### src/rtl/ctseq_pkg.sv
package ctseq_pkg;

   typedef enum logic [1:0] {
      SEQ_IDLE = 2'd0,
      SEQ_SYNC = 2'd1,
      SEQ_HIGH = 2'd2,
      SEQ_LOW  = 2'd3
   } seq_state_e;

   // Longest phase in cycles for the given field widths.
   function automatic int unsigned worst_phase(input int unsigned len_w,
                                               input int unsigned pg_sel_w,
                                               input int unsigned dev_w);
      return ((2 ** len_w) << ((2 ** pg_sel_w) - 1)) + ((2 ** dev_w) << 1);
   endfunction

endpackage

### src/rtl/ctseq_limit.sv
module ctseq_limit #(
   parameter int SEL_W    = 3,
   parameter int BASE_LOG = 8,
   parameter int STEPS    = 7,
   parameter int CNT_W    = 14
) (
   input  logic [SEL_W-1:0] sel,
   output logic [CNT_W-1:0] ceiling
);
   always_comb begin
      ceiling = '0;
      for (int i = 0; i < STEPS; i++) begin
         if ((int'(sel) == i) || ((i == STEPS - 1) && (int'(sel) > i)))
            ceiling = CNT_W'((64'(1) << (BASE_LOG + i)) - 64'(1));
      end
   end
endmodule

### src/rtl/ctseq_spread.sv
module ctseq_spread #(
   parameter bit HAS_SPREAD = 1'b1,
   parameter int DEV_W      = 7,
   parameter int PH_W       = 12
) (
   input  logic             clk,
   input  logic             rst_n,
   input  logic             ss_en,
   input  logic             ss_div_sel,
   input  logic [DEV_W-1:0] ss_dev,
   output logic [PH_W-1:0]  ext_cycles
);
   generate
      if (HAS_SPREAD) begin : g_sweep
         logic             tog_q;
         logic [DEV_W-1:0] sweep_q;
         logic             ss_tick;

         assign ss_tick = !ss_div_sel || tog_q;

         always_ff @(posedge clk or negedge rst_n) begin
            if (!rst_n) begin
               tog_q   <= 1'b0;
               sweep_q <= '0;
            end else begin
               tog_q <= !tog_q;
               if (ss_tick)
                  sweep_q <= (sweep_q >= ss_dev) ? '0 : sweep_q + 1'b1;
            end
         end

         assign ext_cycles = ss_en
                             ? ((PH_W'(sweep_q) + PH_W'(1)) << ss_div_sel)
                             : '0;
      end else begin : g_flat
         logic unused_spread;
         assign unused_spread = ^{clk, rst_n, ss_en, ss_div_sel, ss_dev};
         assign ext_cycles    = '0;
      end
   endgenerate
endmodule

### src/rtl/ctseq_sync_det.sv
module ctseq_sync_det (
   input  logic clk,
   input  logic rst_n,
   input  logic sync_in,
   input  logic sync_pol,
   output logic sync_ev
);
   logic sync_q;

   always_ff @(posedge clk or negedge rst_n) begin
      if (!rst_n) sync_q <= 1'b0;
      else        sync_q <= sync_in;
   end

   assign sync_ev = sync_pol ? sync_in : (sync_q && !sync_in);
endmodule

### src/rtl/ctseq_phase_timer.sv
module ctseq_phase_timer #(
   parameter int PH_W = 12
) (
   input  logic            clk,
   input  logic            rst_n,
   input  logic            load,
   input  logic [PH_W-1:0] load_val,
   output logic            last
);
   logic [PH_W-1:0] left_q;

   always_ff @(posedge clk or negedge rst_n) begin
      if (!rst_n)              left_q <= '0;
      else if (load)           left_q <= load_val;
      else if (left_q != '0)   left_q <= left_q - 1'b1;
   end

   assign last = (left_q == PH_W'(1));
endmodule

### src/rtl/ctseq_top.sv
module ctseq_top #(
   parameter bit HAS_SPREAD  = 1'b1,
   parameter int LEN_W       = 4,
   parameter int DEV_W       = 7,
   parameter int PG_SEL_W    = 3,
   parameter int MC_SEL_W    = 3,
   parameter int MC_BASE_LOG = 8,
   parameter int MC_STEPS    = 7,
   parameter int CNT_W       = MC_BASE_LOG + MC_STEPS - 1
) (
   input  logic                clk,
   input  logic                rst_n,
   input  logic                ctl_en,
   input  logic                start_set,
   input  logic                start_cancel,
   input  logic                sync_mode,
   input  logic                sync_pol,
   input  logic                sync_in,
   input  logic                idle_float,
   input  logic [MC_SEL_W-1:0] maxcnt_sel,
   input  logic [PG_SEL_W-1:0] pg_div_sel,
   input  logic                ss_div_sel,
   input  logic                ss_en,
   input  logic [DEV_W-1:0]    ss_dev,
   input  logic [LEN_W-1:0]    hi_len,
   input  logic [LEN_W-1:0]    lo_len,
   input  logic                thresh_hit,
   output logic                pulse_o,
   output logic                io_float_o,
   output logic                start_o,
   output logic                eoa_o,
   output logic                mce_o,
   output logic [CNT_W-1:0]    count_o
);
   import ctseq_pkg::*;

   localparam int unsigned WORST = worst_phase(LEN_W, PG_SEL_W, DEV_W);
   localparam int          PH_W  = $clog2(WORST + 1);

   initial begin
      if (CNT_W < MC_BASE_LOG + MC_STEPS - 1)
         $fatal(1, "ctseq_top: CNT_W too small for the largest ceiling");
      if (MC_STEPS > (2 ** MC_SEL_W))
         $fatal(1, "ctseq_top: MC_STEPS exceeds the select range");
      if (LEN_W < 1 || DEV_W < 1 || PG_SEL_W < 1)
         $fatal(1, "ctseq_top: field widths must be positive");
   end

   seq_state_e      st_q, st_d;
   logic            start_q;
   logic            eoa_q;
   logic            mce_q;
   logic [CNT_W-1:0] count_q;

   logic [CNT_W-1:0] ceiling;
   logic [CNT_W-1:0] count_nx;
   logic [PH_W-1:0]  ext_cycles;
   logic [PH_W-1:0]  hi_load;
   logic [PH_W-1:0]  lo_load;
   logic [PH_W-1:0]  tmr_val;
   logic             tmr_load;
   logic             tmr_last;
   logic             sync_ev;
   logic             abort;
   logic             accept;
   logic             finish;
   logic             ceil_err;
   logic             pair_done;

   ctseq_limit #(
      .SEL_W   (MC_SEL_W),
      .BASE_LOG(MC_BASE_LOG),
      .STEPS   (MC_STEPS),
      .CNT_W   (CNT_W)
   ) u_limit (
      .sel    (maxcnt_sel),
      .ceiling(ceiling)
   );

   ctseq_spread #(
      .HAS_SPREAD(HAS_SPREAD),
      .DEV_W     (DEV_W),
      .PH_W      (PH_W)
   ) u_spread (
      .clk       (clk),
      .rst_n     (rst_n),
      .ss_en     (ss_en),
      .ss_div_sel(ss_div_sel),
      .ss_dev    (ss_dev),
      .ext_cycles(ext_cycles)
   );

   ctseq_sync_det u_sync (
      .clk     (clk),
      .rst_n   (rst_n),
      .sync_in (sync_in),
      .sync_pol(sync_pol),
      .sync_ev (sync_ev)
   );

   ctseq_phase_timer #(
      .PH_W(PH_W)
   ) u_timer (
      .clk     (clk),
      .rst_n   (rst_n),
      .load    (tmr_load),
      .load_val(tmr_val),
      .last    (tmr_last)
   );

   assign lo_load  = (PH_W'(lo_len) + PH_W'(1)) << pg_div_sel;
   assign hi_load  = ((PH_W'(hi_len) + PH_W'(1)) << pg_div_sel) + ext_cycles;
   assign count_nx = count_q + 1'b1;
   assign abort    = !ctl_en || start_cancel;
   assign accept   = start_set && !abort && !start_q;

   always_comb begin
      st_d      = st_q;
      tmr_load  = 1'b0;
      tmr_val   = hi_load;
      finish    = 1'b0;
      ceil_err  = 1'b0;
      pair_done = 1'b0;
      unique case (st_q)
         SEQ_IDLE: begin
            if (start_q && !abort) begin
               if (sync_mode) begin
                  st_d = SEQ_SYNC;
               end else begin
                  st_d     = SEQ_HIGH;
                  tmr_load = 1'b1;
               end
            end
         end
         SEQ_SYNC: begin
            if (abort) begin
               st_d = SEQ_IDLE;
            end else if (sync_ev) begin
               st_d     = SEQ_HIGH;
               tmr_load = 1'b1;
            end
         end
         SEQ_HIGH: begin
            if (abort) begin
               st_d = SEQ_IDLE;
            end else if (thresh_hit) begin
               st_d   = SEQ_IDLE;
               finish = 1'b1;
            end else if (tmr_last) begin
               st_d     = SEQ_LOW;
               tmr_load = 1'b1;
               tmr_val  = lo_load;
            end
         end
         SEQ_LOW: begin
            if (abort) begin
               st_d = SEQ_IDLE;
            end else if (thresh_hit) begin
               st_d   = SEQ_IDLE;
               finish = 1'b1;
            end else if (tmr_last) begin
               pair_done = 1'b1;
               if (count_nx == ceiling) begin
                  st_d     = SEQ_IDLE;
                  finish   = 1'b1;
                  ceil_err = 1'b1;
               end else begin
                  st_d     = SEQ_HIGH;
                  tmr_load = 1'b1;
               end
            end
         end
         default: st_d = SEQ_IDLE;
      endcase
   end

   always_ff @(posedge clk or negedge rst_n) begin
      if (!rst_n) begin
         st_q    <= SEQ_IDLE;
         start_q <= 1'b0;
         eoa_q   <= 1'b0;
         mce_q   <= 1'b0;
         count_q <= '0;
      end else begin
         st_q  <= st_d;
         eoa_q <= finish;
         if (abort || finish) start_q <= 1'b0;
         else if (accept)     start_q <= 1'b1;
         if (accept) begin
            count_q <= '0;
            mce_q   <= 1'b0;
         end else begin
            if (pair_done) count_q <= count_nx;
            if (ceil_err)  mce_q   <= 1'b1;
         end
      end
   end

   assign pulse_o    = (st_q == SEQ_HIGH);
   assign io_float_o = !ctl_en ? 1'b1
                     : ((st_q == SEQ_HIGH) || (st_q == SEQ_LOW)) ? 1'b0
                     : idle_float;
   assign start_o    = start_q;
   assign eoa_o      = eoa_q;
   assign mce_o      = mce_q;
   assign count_o    = count_q;

endmodule

### config.mk
export PLATFORM = sky130hd
export DESIGN_NAME = ctseq_top
export DESIGN_NICKNAME = d
export VERILOG_FILES = /design/src/rtl/ctseq_pkg.sv /design/src/rtl/ctseq_limit.sv /design/src/rtl/ctseq_spread.sv /design/src/rtl/ctseq_sync_det.sv /design/src/rtl/ctseq_phase_timer.sv /design/src/rtl/ctseq_top.sv
export SDC_FILE = /design/constraint.sdc
export NUM_CORES = 1
export LEC_CHECK = 0
export BUFFER_PORTS_ARGS = -buffer_cell sky130_fd_sc_hd__buf_2
export CORE_MARGIN = 8
export CORE_UTILIZATION = 64
export DETAILED_ROUTE_END_ITERATION = 8
export PLACE_DENSITY_LB_ADDON = 0.1
export REMOVE_ABC_BUFFERS = 1
export SETUP_SLACK_MARGIN = 0.02
export SLEW_MARGIN = 20
export SYNTH_ARGS = -nofsm -noshare
export SYNTH_HDL_FRONTEND = slang
export SYNTH_SLANG_ARGS = --single-unit
export TNS_END_PERCENT = 30
### constraint.sdc
create_clock -name clk -period 6.2 [get_ports clk]
set_clock_uncertainty 0.05 [all_clocks]
set_input_delay 0.62 -clock clk [delete_from_list [all_inputs] [get_ports clk]]
set_output_delay 0.62 -clock clk [all_outputs]
set_load 0.005 [all_outputs]
==> out/metrics.yaml <==
route:
  drtAntennaViolNets: 0
  dr.pass1.iters: 4
  drtIter0Drc: 214
  wl_per_cell_um: 15.6
  routed_wirelength_um: 9290
  via_count: 3653
  vias_per_cell: 6.15
  drc: 0
timing:
  rsz0062_at_grt: "no"
  fmax_mhz: 291
  finalHoldViolations: 0
  tns_ns: 0
  final.setup.worst_slack_ns: 2.77
  timing.slew.headroom: 0.396
  hold-worst-slack_ns: 0.394
  setup_viol: 0
  worstMarginPinSlew_ns: 0.904
  fin_crit_ns: 3.43
  drv_slew: 0
  fin_crit_sh: 0.554
synth:
  synth_compound_area_frac: 0.188
  syn_area_per_cell_um2: 8.12
  synthSimpleGateAreaFrac: 0.272
  synth.top_cell.area_share: 0.257
  synth_top_family_by_area: "simple AND/OR/NAND/NOR gates"
  synth_xor_area_frac: 0.0963
  ys_types: 66
  async_reset_ff_frac: 1.00
  ys_ff_latch: 40
  synth_edf_count: 0
  netlist_instances: 480
  yosys_most_used_dff: "dfrtp_1"
  synth-seq-area-share: 0.257
  synthTopCellsByArea: "dfrtp_1 26%, ha_1 7.4%, xor2_1 5.6%"
  ys_warn_count: 0
  synth_adder_area_share: 0.0790
  synth_area_leader_cell: "dfrtp_1"
  synthMuxAreaShare: 0.0571
  syn_area_um2: 3900
global_routing:
  grt_pass1_vias: 3468
  grt_max_degree: 41
  grt_overflow_total: 0
  grt_pass1_wl_um: 15500
  grt_usage: 0.212
  antenna_found_initial: 0
clock_network:
  clk_latency_ns: 0.30
  htree_levels: 2
  cts_sinks: 40
  post_cts_buffers: 0
  ctsLongestPathBuffers: 2
  cts_buffers: 5
  ctsHoldBuffers: 0
  cts_tree: "done"
  cts_resized: 0
  ctsRootBufferMaster: "clkbuf_8"
  clkTransAtPathRegs_ns: 0.09
die:
  die_width_um: 94.0
  dieArea_um2: 8840
  boundaryPins: 52
  coreArea_um2: 5920
  die_h_um: 94.0
  rows: 28
  initial_utilization: 0.658
worst_setup_path:
  r2r_start: "u_spread.g_sweep.sweep_q[0]"
  path_cells: "buf_2 -> ha_1 -> xor2_1 -> mux2i_1 -> nor2_1 -> a21oi_1 -> nor2_1 -> ha_1 -> a211o_1 -> a211o_1 -> a311o_1 -> a21oi_1 -> o21ai_0 -> a31o_2 -> mux2i_1"
  critical_path_required_ns: 6.36
  path_max_fanout: 8
  critical_path_class: "in -> reg"
  startpoint_type: "input port"
  crit_arrival_ns: 3.60
  cp-end-kind: "flop"
  crit_slowest_cell: "ha_1"
  crit_start: "hi_len[0]"
  critical-path-max-stage-delay_ns: 0.35
placed_design:
  pre_cts_ws_ns: 2.52
  dpl.cell_count: 586
  dpl.hpwl_um: 7060
  gp_congestion: 0.890
  io_buffers: 51
final_layout:
  antennaDiodeCount: 0
  finalNetCount: 575
  instances_no_fill: 594
  syn_to_final_growth_pct: 9.66
  drive_gt1_frac: 0.148
  final_common_cell: "buf_2"
  final_cell_mix: "51 x buf_2, 46 x nand2_1, 41 x nor2_1"
power_and_ir_drop:
  ir_drop_uv: 157
  cellLeakagePower_nw: 2.07
  cellPowerDensity_nw_per_um2: 274
status:
  outcome: "finished, final reports clean"
flow_run:
  maxCapViolCount: 0
min_path:
  holdCritPathClass: "in -> async"
==> state kept, by name (all words and copies together), names as in the netlist, 2 cells and up <==
register / flops
count_o: 14
st_q: 2
u_spread.g_sweep.sweep_q: 7
u_timer.left_q: 12
==> metal layers <==
layer  track usage  up-vias  part of all wire
met4        0.0581        0             0.013
met1         0.267     1740              0.45
met2         0.361       87              0.49
met5             0        -                 0
met3        0.0376       13             0.049
li1              -     1813                 -
==> worst max-delay path: cells and delay by family <==
family / cells / cell delay, ns
and+or+nand+nor: 2 / 0.13
xor gates and xnor gates: 1 / 0.17
AOI/OAI and AO/OA: 7 / 1.59
adders and majority gates: 2 / 0.59
buffers and inverters: 1 / 0.14
muxes: 2 / 0.34
==> logic make-up after synthesis <==
| kind of cell | after synthesis |
|---|---|
| AOI/OAI and AO/OA | 113 |
| xor gates and xnor gates | 42 |
| muxes | 22 |
| adders and majority gates | 24 |
| and+or+nand+nor | 194 |
| DFF | 40 |
| buffers and inverters | 45 |
==> layout make-up <==
cell class	count	area, µm²
multi-input cells	395	2700
inverters	24	90.1
fillers	491	1650
well taps	75	93.8
repair buffers	52	263
flip-flops and latches	40	1000
clock inverters	1	30.0
clock buffers	7	96.3
==> per-stage QoR <==
step | utilization | power [mW] | cell area (µm²)
floorplan | - | 0.786 | 3790
global placement | 0.701 | 0.907 | 4150
detailed placement | 0.701 | 0.926 | 4150
CTS | 0.722 | 1.17 | 4270
global route | 0.722 | 1.26 | 4270
finish | 0.722 | 1.17 | 4270
==> worst paths after layout <==
path	to	slack, ns	depth (start not counted)
worst min register to register	u_spread.g_sweep.tog_q	0.39	1
max in group asynchronous	u_timer.left_q[7]	5.13	1
worst max-delay path	u_timer.left_q[10]	2.77	15
worst max register to register	u_timer.left_q[11]	2.81	13
min in group clk	u_spread.g_sweep.tog_q	0.39	1
worst min-delay path	count_o[11]	0.39	1
==> power breakdown <==
part / switching [mW] / internal, mW / leakage (nW) / total (mW)
Sequential: 0.0834 / 0.324 / 0.525 / 0.407
Clock: 0.0953 / 0.142 / 0.0645 / 0.237
Combinational: 0.289 / 0.236 / 1.48 / 0.525
Total: 0.468 / 0.702 / 2.07 / 1.17
==> synthesized netlist by cell type, types with 9 or more instances <==
library cell  instances
and2_1               11
a21oi_1              27
xor2_1               25
dfrtp_1              40
o21ai_0              34
nand2_1              46
nand3_1              25
nor3_1               11
clkbuf_1              9
xnor2_1              16
inv_1                24
nor2_1               41
mux2i_1              20
ha_1                 23
(Power assumes the default switching activity.)
